==> config.mk <==
export PLATFORM = sky130hd
export DESIGN_NAME = gaTourXover
export DESIGN_NICKNAME = d
export VERILOG_FILES = /design/src/rtl/gaTourPkg.sv /design/src/rtl/gaLfsr.sv /design/src/rtl/gaTourCtrl.sv /design/src/rtl/gaTourPath.sv /design/src/rtl/gaTourXover.sv
export SDC_FILE = /design/constraint.sdc
export NUM_CORES = 1
export LEC_CHECK = 0
export BUFFER_PORTS_ARGS = -buffer_cell sky130_fd_sc_hd__buf_2
export CORE_AREA = 2 2 145 147
export DETAILED_ROUTE_END_ITERATION = 6
export DIE_AREA = 0 0 147 149
export GPL_TIMING_DRIVEN = 0
export PLACE_DENSITY_LB_ADDON = 0.2
export SKIP_LAST_GASP = 1
export SLEW_MARGIN = 10
export SYNTH_ARGS = -nofsm -noshare
export SYNTH_HDL_FRONTEND = slang
export SYNTH_HIERARCHICAL = 1
export SYNTH_SLANG_ARGS = --single-unit
==> constraint.sdc <==
create_clock -name clk -period 64.1 [get_ports clk]
set_input_delay 6.41 -clock clk [delete_from_list [all_inputs] [get_ports clk]]
set_output_delay 6.41 -clock clk [all_outputs]
set_load 0.05 [all_outputs]
==> src/rtl/gaTourPkg.sv <==
package gaTourPkg;

  typedef struct packed {
    logic load;
    logic scan;
    logic fill;
    logic mutate;
  } tourStrobe_t;

  typedef enum logic [2:0] {
    ST_IDLE,
    ST_LOAD,
    ST_SCAN,
    ST_FILL,
    ST_MUT,
    ST_DONE
  } tourState_t;

endpackage

==> src/rtl/gaLfsr.sv <==
module gaLfsr #(
  parameter int WIDTH = 16,
  parameter logic [WIDTH-1:0] TAPS = 16'hB400,
  parameter logic [WIDTH-1:0] SEED = 16'hACE1
) (
  input  logic             clk,
  input  logic             rstN,
  output logic [WIDTH-1:0] value
);

  always_ff @(posedge clk or negedge rstN) begin
    if (!rstN) value <= SEED;
    else       value <= {1'b0, value[WIDTH-1:1]} ^ (value[0] ? TAPS : '0);
  end

endmodule

==> src/rtl/gaTourCtrl.sv <==
module gaTourCtrl
  import gaTourPkg::*;
(
  input  logic        clk,
  input  logic        rstN,
  input  logic        start,
  input  logic        mutEn,
  input  logic        scanPending,
  input  logic        scanLast,
  input  logic        noHoles,
  output tourStrobe_t ctl,
  output logic        done
);

  tourState_t state, stateNext;
  logic mutReq;

  always_ff @(posedge clk or negedge rstN) begin
    if (!rstN) begin
      state  <= ST_IDLE;
      mutReq <= 1'b0;
    end else begin
      state <= stateNext;
      if (state == ST_IDLE && start) mutReq <= mutEn;
    end
  end

  always_comb begin
    stateNext = state;
    ctl       = '0;
    unique case (state)
      ST_IDLE: if (start) stateNext = ST_LOAD;
      ST_LOAD: begin
        ctl.load  = 1'b1;
        stateNext = ST_SCAN;
      end
      ST_SCAN: begin
        ctl.scan = scanPending;
        if (!scanPending || scanLast) stateNext = ST_FILL;
      end
      ST_FILL: begin
        ctl.fill = !noHoles;
        if (noHoles) stateNext = ST_MUT;
      end
      ST_MUT: begin
        ctl.mutate = mutReq;
        stateNext  = ST_DONE;
      end
      ST_DONE: stateNext = ST_IDLE;
      default: stateNext = ST_IDLE;
    endcase
  end

  assign done = (state == ST_DONE);


  done_pulse_chk: assert property (@(posedge clk) disable iff (!rstN) done |=> !done);

  busy_start_chk: assert property (@(posedge clk) disable iff (!rstN)
    (state != ST_IDLE) |=> (state != ST_LOAD));

  done_no_holes_chk: assert property (@(posedge clk) disable iff (!rstN) done |-> noHoles);

endmodule

==> src/rtl/gaTourPath.sv <==
module gaTourPath
  import gaTourPkg::*;
#(
  parameter int N_CITY = 8,
  parameter int IDX_W  = $clog2(N_CITY),
  parameter int RND_W  = 16
) (
  input  logic                      clk,
  input  logic                      rstN,
  input  tourStrobe_t               ctl,
  input  logic [N_CITY*IDX_W-1:0]   parentA,
  input  logic [N_CITY*IDX_W-1:0]   parentB,
  input  logic [RND_W-1:0]          rndCut,
  input  logic [RND_W-1:0]          rndFill,
  input  logic [RND_W-1:0]          rndSwap,
  output logic [N_CITY*IDX_W-1:0]   child,
  output logic                      scanPending,
  output logic                      scanLast,
  output logic                      noHoles
);

  localparam logic [RND_W-1:0] N_R     = RND_W'(N_CITY);
  localparam int               HALF_W  = RND_W / 2;
  localparam logic [IDX_W-1:0] LAST_IX = IDX_W'(N_CITY - 1);

  logic [IDX_W-1:0]  childR [N_CITY];
  logic [IDX_W-1:0]  geneB  [N_CITY];
  logic [IDX_W-1:0]  geneA  [N_CITY];
  logic [N_CITY-1:0] pool, holes;
  logic [IDX_W-1:0]  pos;

  logic [IDX_W-1:0]  cut;
  logic [N_CITY-1:0] poolLoad;
  logic [IDX_W-1:0]  firstHole;
  logic [RND_W-1:0]  freeCount, target, seen;
  logic [IDX_W-1:0]  pick;
  logic [IDX_W-1:0]  swapP, swapQ;
  logic [IDX_W-1:0]  scanGene;

  for (genvar g = 0; g < N_CITY; g++) begin : g_unpack
    assign geneA[g] = parentA[g*IDX_W +: IDX_W];
    assign child[g*IDX_W +: IDX_W] = childR[g];
  end

  assign cut      = IDX_W'(rndCut % N_R);
  assign swapP    = IDX_W'(RND_W'(rndSwap[HALF_W-1:0]) % N_R);
  assign swapQ    = IDX_W'(RND_W'(rndSwap[RND_W-1:HALF_W]) % N_R);
  assign scanGene = geneB[pos];
  assign scanLast = (pos == LAST_IX);
  assign noHoles  = (holes == '0);

  always_comb begin
    poolLoad = '1;
    for (int i = 0; i < N_CITY; i++)
      if (IDX_W'(i) <= cut) poolLoad[geneA[i]] = 1'b0;
  end

  always_comb begin
    firstHole = '0;
    for (int i = N_CITY - 1; i >= 0; i--)
      if (holes[i]) firstHole = IDX_W'(i);
  end

  always_comb begin
    freeCount = '0;
    for (int j = 0; j < N_CITY; j++) freeCount = freeCount + RND_W'(pool[j]);
    target = rndFill % ((freeCount == '0) ? RND_W'(1) : freeCount);
    seen   = '0;
    pick   = '0;
    for (int j = 0; j < N_CITY; j++) begin
      if (pool[j]) begin
        if (seen == target) pick = IDX_W'(j);
        seen = seen + 1'b1;
      end
    end
  end

  always_ff @(posedge clk or negedge rstN) begin
    if (!rstN) begin
      pool        <= '0;
      holes       <= '0;
      pos         <= '0;
      scanPending <= 1'b0;
      for (int i = 0; i < N_CITY; i++) begin
        childR[i] <= '0;
        geneB[i]  <= '0;
      end
    end else if (ctl.load) begin
      pool        <= poolLoad;
      pos         <= (cut == LAST_IX) ? cut : cut + 1'b1;
      scanPending <= (cut != LAST_IX);
      for (int i = 0; i < N_CITY; i++) begin
        geneB[i]  <= parentB[i*IDX_W +: IDX_W];
        childR[i] <= (IDX_W'(i) <= cut) ? geneA[i] : '0;
        holes[i]  <= (IDX_W'(i) > cut);
      end
    end else if (ctl.scan) begin
      if (pool[scanGene]) begin
        childR[pos]     <= scanGene;
        pool[scanGene]  <= 1'b0;
        holes[pos]      <= 1'b0;
      end
      if (scanLast) scanPending <= 1'b0;
      else          pos <= pos + 1'b1;
    end else if (ctl.fill) begin
      childR[firstHole] <= pick;
      holes[firstHole]  <= 1'b0;
      pool[pick]        <= 1'b0;
    end else if (ctl.mutate) begin
      childR[swapP] <= childR[swapQ];
      childR[swapQ] <= childR[swapP];
    end
  end


  pool_hole_balance_chk: assert property (@(posedge clk) disable iff (!rstN)
    $countones(pool) == $countones(holes));

  child_hold_chk: assert property (@(posedge clk) disable iff (!rstN)
    !(ctl.load || ctl.scan || ctl.fill || ctl.mutate) |=> $stable(child));

  fill_progress_chk: assert property (@(posedge clk) disable iff (!rstN)
    ctl.fill |=> ($countones(holes) == $countones($past(holes)) - 1));

endmodule

==> src/rtl/gaTourXover.sv <==
module gaTourXover
  import gaTourPkg::*;
#(
  parameter int N_CITY = 8,
  parameter int IDX_W  = $clog2(N_CITY),
  parameter int RND_W  = 16,
  parameter int NUM_RNG = 3
) (
  input  logic                    clk,
  input  logic                    rstN,
  input  logic                    start,
  input  logic                    mutEn,
  input  logic [N_CITY*IDX_W-1:0] parentA,
  input  logic [N_CITY*IDX_W-1:0] parentB,
  output logic                    done,
  output logic [N_CITY*IDX_W-1:0] child
);

  tourStrobe_t      ctl;
  logic             scanPending, scanLast, noHoles;
  logic [RND_W-1:0] rnd [NUM_RNG];

  for (genvar k = 0; k < NUM_RNG; k++) begin : g_rng
    gaLfsr #(
      .WIDTH(RND_W),
      .TAPS (RND_W'(16'hB400)),
      .SEED (RND_W'(16'hACE1 + 16'h3A5B * k))
    ) i_rng (
      .clk  (clk),
      .rstN (rstN),
      .value(rnd[k])
    );
  end

  gaTourCtrl i_ctrl (
    .clk        (clk),
    .rstN       (rstN),
    .start      (start),
    .mutEn      (mutEn),
    .scanPending(scanPending),
    .scanLast   (scanLast),
    .noHoles    (noHoles),
    .ctl        (ctl),
    .done       (done)
  );

  gaTourPath #(
    .N_CITY(N_CITY),
    .IDX_W (IDX_W),
    .RND_W (RND_W)
  ) i_path (
    .clk        (clk),
    .rstN       (rstN),
    .ctl        (ctl),
    .parentA    (parentA),
    .parentB    (parentB),
    .rndCut     (rnd[0]),
    .rndFill    (rnd[1]),
    .rndSwap    (rnd[2]),
    .child      (child),
    .scanPending(scanPending),
    .scanLast   (scanLast),
    .noHoles    (noHoles)
  );

  logic [N_CITY-1:0] seenCity;
  always_comb begin
    seenCity = '0;
    for (int i = 0; i < N_CITY; i++) seenCity[child[i*IDX_W +: IDX_W]] = 1'b1;
  end


  child_perm_chk: assert property (@(posedge clk) disable iff (!rstN)
    done |-> (seenCity == '1));

endmodule

Yosys cells after proc, flatten, opt, wreduce, memory -nomap -nowiden --
Cells that the tools add are included.
Cells by class: add/subtract/negate cells 15, divide/modulo/power cells 1, $lt $le $gt $ge 48, eq/ne operators 20, multiplexer cells 124, bitwise gates (word level) 30, reduce and logical (&&, ||, !) cells 32
Operator list (number):
- $mux 16 | 10
- $mux 3 | 46
- $mux 8 | 16
- $mux 24 | 5
- $add 16x1->16 | 6
- $bwmux 24 | 4
- $eq 16x16->1 | 6
- $not 8->8 | 12
- $and 8x8->8 | 11
- $add 16x1->16 const B | 5
- $lt 3x4->1 const B | 12
- $xor 15x16->16 | 3
- $demux 1 s3 | 12
- $demux 3 s3 | 4
- $ge 3x1->1 const B | 12
- $bmux 3 s3 | 3
- $mux 1 | 22
- $logic_and 1x1->1 | 17
- $eq 1x16->1 | 1
- $ge 4x4->1 const B | 4
- $logic_not 16->1 | 1
- $lt 4x1->1 const B | 4
- $mod 16x16->16 | 1
- $not 3->4 | 4
- 27 further kinds | 49
Word-level totals: register bits after elaboration 120, input port bits 52, output and inout bits 25, logic and storage cells 295

Depth between registers and ports, before layout --
depth in word-level cells 34, gate-level depth with buffers 160, gate-level depth less buffers 151

By module --
The synthesis kept the hierarchy.
By module, submodules not included:
- gaTourPath | times used 1, cells an instance 1654, area an instance 12294.3 um^2, seq. area each 1701.6 um^2
- gaLfsr at g_rng[1].i_rng | times used 1, cells an instance 19, area an instance 439.2 um^2, seq. area each 412.9 um^2
- gaLfsr at g_rng[0].i_rng | times used 1, cells an instance 19, area an instance 436.7 um^2, seq. area each 410.4 um^2
- gaLfsr at g_rng[2].i_rng | times used 1, cells an instance 19, area an instance 435.4 um^2, seq. area each 409.1 um^2
- gaTourCtrl | times used 1, cells an instance 22, area an instance 239.0 um^2, seq. area each 100.1 um^2

Worst setup path before layout --
No wires, ideal clock.
path kind register to register, from register i_path.pool[0], to register i_path.childR, in the netlist i_path/child[16], setup time 0.103 ns, arrival time 32.823 ns, data required time 63.997 ns, slack 31.173 ns, stages on the path, launching flop included 153, path buffers 7, cell sequence dfrtp_1 fa_1 inv_1 fa_1 fa_1 inv_1 ha_1 inv_1 fa_1 nor2b_1 a21o_2 a21o_1 inv_1 ha_1 and2_1 a211o_1 nor2_1 ha_1 [117 not listed] mux2_2 inv_1 fa_1 a21o_1 a21oi_1 nand2_1 nor2_1 a32o_1 and4b_1 buf_2 nand3_1 a21o_1 and2_1 o31a_1 or4b_1 buf_2 o211a_2 o41ai_2
Between the ends: cells in the longest elaborated chain, start to end 27, elaborated cells between the ends (all ways) 49
Ends and longest elaborated chain:
- start, declared | line gaTourPath.sv:29 | logic [N_CITY-1:0] pool, holes;
- start signal, assigned | line gaTourPath.sv:89 | pool <= poolLoad;
- $add 1x1->2 | line gaTourPath.sv:66 | for (int j = 0; j < N_CITY; j++) freeCount = freeCount + RND_W'(pool[j]);
- $add 16x1->16 (6 in a row) | line gaTourPath.sv:66
- $logic_not 16->1 | line gaTourPath.sv:67 | target = rndFill % ((freeCount == '0) ? RND_W'(1) : freeCount);
- $mux 16 | line gaTourPath.sv:67
- $mod 16x16->16 | line gaTourPath.sv:67
- $eq 16x16->1 | line gaTourPath.sv:72 | if (seen == target) pick = IDX_W'(j);
- $mux 3 | line gaTourPath.sv:72
- $mux 3 | line gaTourPath.sv:71 | if (pool[j]) begin
- [6 not listed]
- $mux 3 | line gaTourPath.sv:72
- $mux 3 | line gaTourPath.sv:71
- $mux 3 | line gaTourPath.sv:72
- $mux 3 | line gaTourPath.sv:71
- $bwmux 24 | line gaTourPath.sv:106 | childR[firstHole] <= pick;
- $mux 24 | line gaTourPath.sv:105 | end else if (ctl.fill) begin
- $mux 24 | line gaTourPath.sv:97 | end else if (ctl.scan) begin
- $mux 24 | line gaTourPath.sv:88 | end else if (ctl.load) begin
- end signal, assigned by index | line gaTourPath.sv:99 | childR[pos] <= scanGene;
- end signal, assigned by index | line gaTourPath.sv:106
- end signal, assigned by index | line gaTourPath.sv:110 | childR[swapP] <= childR[swapQ];
- end, declared | line gaTourPath.sv:26 | logic [IDX_W-1:0] childR [N_CITY];
Parallel ways exist; a longest one is shown, timed or not. The select of a mux whose other input is x is not followed. A chain may end at the register's enable or synchronous reset.

Worst setup path in the final report --
from register i_path.pool[5], to register i_path.childR, in the netlist i_path/child[0]
Between the ends: cells in the longest elaborated chain, start to end 25, elaborated cells between the ends (all ways) 38
Ends and longest elaborated chain (line):
- $add 16x1->16 (3 in a row) | gaTourPath.sv:66
- $logic_not 16->1 | gaTourPath.sv:67
- $mux 16 | gaTourPath.sv:67
- $mod 16x16->16 | gaTourPath.sv:67
- $eq 1x16->1 | gaTourPath.sv:72
- $mux 1 | gaTourPath.sv:72
- $mux 3 | gaTourPath.sv:71
- $mux 3 | gaTourPath.sv:72
- [7 not listed]
- $mux 3 | gaTourPath.sv:72
- $mux 3 | gaTourPath.sv:71
- $mux 3 | gaTourPath.sv:72
- $mux 3 | gaTourPath.sv:71
- $bwmux 24 | gaTourPath.sv:106
- $mux 24 | gaTourPath.sv:105
- $mux 24 | gaTourPath.sv:97
- $mux 24 | gaTourPath.sv:88
Parallel ways exist; a longest one is shown, timed or not. The select of a mux whose other input is x is not followed.

==> metrics.md <==
| Metric | Value |
|---|---|
| Seq. cell area | 3034 sq um |
| Final TNS setup | 0 ns |
| RSZ-0062 raised after global routing | no |
| FF-to-FF Start | i_path/pool[5] |
| Max_slew headroom | 0.2305 |
| Post-detail-place hpwl | 34530 microns |
| GP Congestion | 1.008 |
| Port Buffers | 71 |
| Hold depth | 0 |
| Worst Path Buf+Inv | 16 |
| Fin Clk Skew | 0.009999 ns |
| Delay-heaviest family, CP | compound AO/OA/AOI/OAI gates |
| Critical Path Most Common Cell | o21a_1 |
| Mapped Nets | 1862 |
| Grt ovf | 0 |
| Clock Root Buffer | clkbuf_16 |
| Initial antenna violation count | 2 |
| Drt total wl | 46000 microns |
| Slowest CP cell | a211oi_1 |
| Req. time, crit path | 64.39 ns |
| CTS Hold Bufs | 0 |
| Clock transition at path regs | 0.06 ns |
| EDFF count, synth | 0 |
| TritonCTS buffer count | 17 |
| Worst Path Max Fanout | 15 |
| Yosys warns | 6 |
| Final slew viol count | 0 |
| CTS tree | yes |
| CP Launch Type | flip-flop |
| RR Endpoint | i_path/child[0] |
| #FFs+latches synth | 120 |
| Hold EP | g_rng[0].i_rng/value[2] |
| Post-cts gate resize count | 0 |
| Synth top area share | 0.1717 |
| Hold WC Path Type | flip-flop to flip-flop |
| WL/cell | 21.73 microns |
| Post-synth cell types | 117 |
| Area leader, netlist | dfrtp_1 |
| Via count of the first global-routing pass | 14170 |
| First-pass GRT wire length | 73170 microns |
| Nets | 1955 |
| ANT nets after route | 0 |
| Async SR Flop Fraction | 1.000 |
| Vias per cell | 7.111 |
| IO Pins | 77 |
| Die Y-Extent | 149 microns |
| Fin crit share | 0.6124 |
| Commonest non-fill, non-tap cells in the layout | nand2_1 (169), nor2_1 (137), dfrtp_1 (95) |
| Status | finished, final reports clean |
| Final instance area | 15190 sq um |
| Die ar. | 21900 sq um |
| Synth Flop Type | dfrtp_1 |
| Slew @ Worst Pin | 1.154 ns |
| Seq/Total Area, Yosys | 0.2192 |
| Share of layout cells above drive strength 1 | 0.1485 |
| DR pass1 iterations | 7 |
| Crit path largest cell delay | 0.67 ns |
| Syn Inst Count | 1733 |
| Largest net degree at the start of global routing | 71 |
| Total core area | 20560 sq um |
| Reg2Reg Setup Slack | 24.85 ns |
| Sink Count | 120 |
| Setup repair bufs after CTS | 0 |
| FMAX | 25.47 MHz |
| Synth Cell Area | 13840 sq um |
| Syn avg cell area | 7.989 sq um |
| Clock Path Buffers | 2 |
| Commonest non-fill, non-tap cell in the layout | nand2_1 |
| Area after DPL | 14610 sq um |
| Arrival time worst endpoint | 39.54 ns |
| Fillers | 1620 |
| Crit path capture type | flip-flop |
| Via count | 15050 |
| Initial Utilization | 0.6735 |
| Top post-synthesis cells by area | dfrtp_1 (17%), ha_1 (6.5%), dfstp_2 (4.7%) |
| Iteration-0 DRC Markers | 1773 |
| Setup violations, final | 0 |
| Final Hold Vio Count | 0 |
| Tmin final | 39.25 ns |
| Chip width | 147 microns |
| HP Start | g_rng[0].i_rng/value[3] |
| Area of the multi-input gates | 10220 sq um |
| Reg2reg path depth | 150 |
| Clock H-tree levels | 4 |
| Worst skew pair latency | 0.43 ns |
| Max-Cap Viols | 0 |
| Row cnt | 53 |
| Drt drc | 0 |
| All-Layer GR Usage | 0.4116 |
| Area delta synth->final | 9.697% |
| CP Class | flip-flop to flip-flop |
## worst reg2reg max path, delay by kind of cell, from the launching register on
kind                     cells  cell delay (ns)
flip-flops                   1             0.32
multiplexers                 5             1.59
adder cells (fa/ha/maj)     20             6.51
AND/OR/NAND/NOR             40            10.01
buffers and inverters       16             3.50
AO/OA/AOI/OAI               69            17.23
## layout make-up
class                   instances  share of cell area
multi-input cells            1467              0.6732
flip-flops and latches        120              0.1998
clock buffers                  18             0.02826
repair buffers                 74             0.02686
plain buffers                  89             0.02554
well taps                     275             0.02266
inverters                      57             0.01409
clock inverters                14            0.009145
diodes                          3           0.0004943
## how the worst max path moves through the flow
stage	from	cells after the start	slack (ns)	endpoint
3_5_place_dp	i_path/pool[5]	150	25.79	i_path/child[12]
2_1_floorplan	i_path/pool[0]	152	31.17	i_path/child[16]
6_report	i_path/pool[5]	150	24.85	i_path/child[0]
4_1_cts	i_path/pool[5]	150	25.59	i_path/child[0]
3_3_place_gp	i_path/pool[5]	147	26.45	i_path/child[11]
5_1_grt	i_path/pool[5]	152	22.16	i_path/child[0]
## synth_stat cells, drive strengths merged, types with 20 or more instances
cell and n:
mux2i 22, mux2 50, dfstp 25, a22oi 23
o21ai 113, or2 23, nand4 20, nand2 169
nand3 36, a21o 26, nor3 80, a31oi 26
xnor2 33, o21a 38, a21oi 85, ha 72
dfrtp 95, o22ai 31, o31ai 21, nor3b 28
xor2 33, o211ai 25, and2 26, clkbuf 66
nor2 137, nand2b 30, inv 57, buf 23
a221oi 22
## stage by stage
| step | utilization | setup slack (ns) | hold slack (ns) | instances |
|---|---|---|---|---|
| 2_1_floorplan | - | 31.17 | 0.3312 | 1733 |
| 3_3_place_gp | 0.7075 | 26.45 | 0.3342 | 2079 |
| 3_5_place_dp | 0.7108 | 25.79 | 0.3402 | 2082 |
| 4_1_cts | 0.7384 | 25.59 | 0.3525 | 2114 |
| 5_1_grt | 0.7385 | 22.16 | 0.3645 | 2115 |
| 6_report | 0.7388 | 24.85 | 0.3507 | 2117 |
## kinds of logic after synthesis
family / after synthesis / share of synthesized area
DFF: 120 / 0.2192
adders and majority gates: 80 / 0.07447
and+or+nand+nor: 659 / 0.2456
muxes: 76 / 0.06444
AOI/OAI and AO/OA: 586 / 0.3105
xor gates and xnor gates: 66 / 0.04230
buffers and inverters: 146 / 0.04347
## state kept, by name, summed over array words and instances, names as in the netlist, 3 cells and up
signal and count:
i_path/holes 8, i_path/child 24, g_rng.i_rng/value 48, i_path/pool 8, i_path/pos 3, i_ctrl/state 3
i_path/geneB 24
## routing by layer
layer | share of wire | GRT usage
met1 | 0.41 | 0.5593
met2 | 0.45 | 0.6538
met3 | 0.10 | 0.08165
met4 | 0.041 | 0.1548
met5 | 0.00028 | 0
Power is not shown: default switching activity piles up to over one toggle a cycle in this logic, so the estimate is an artifact.
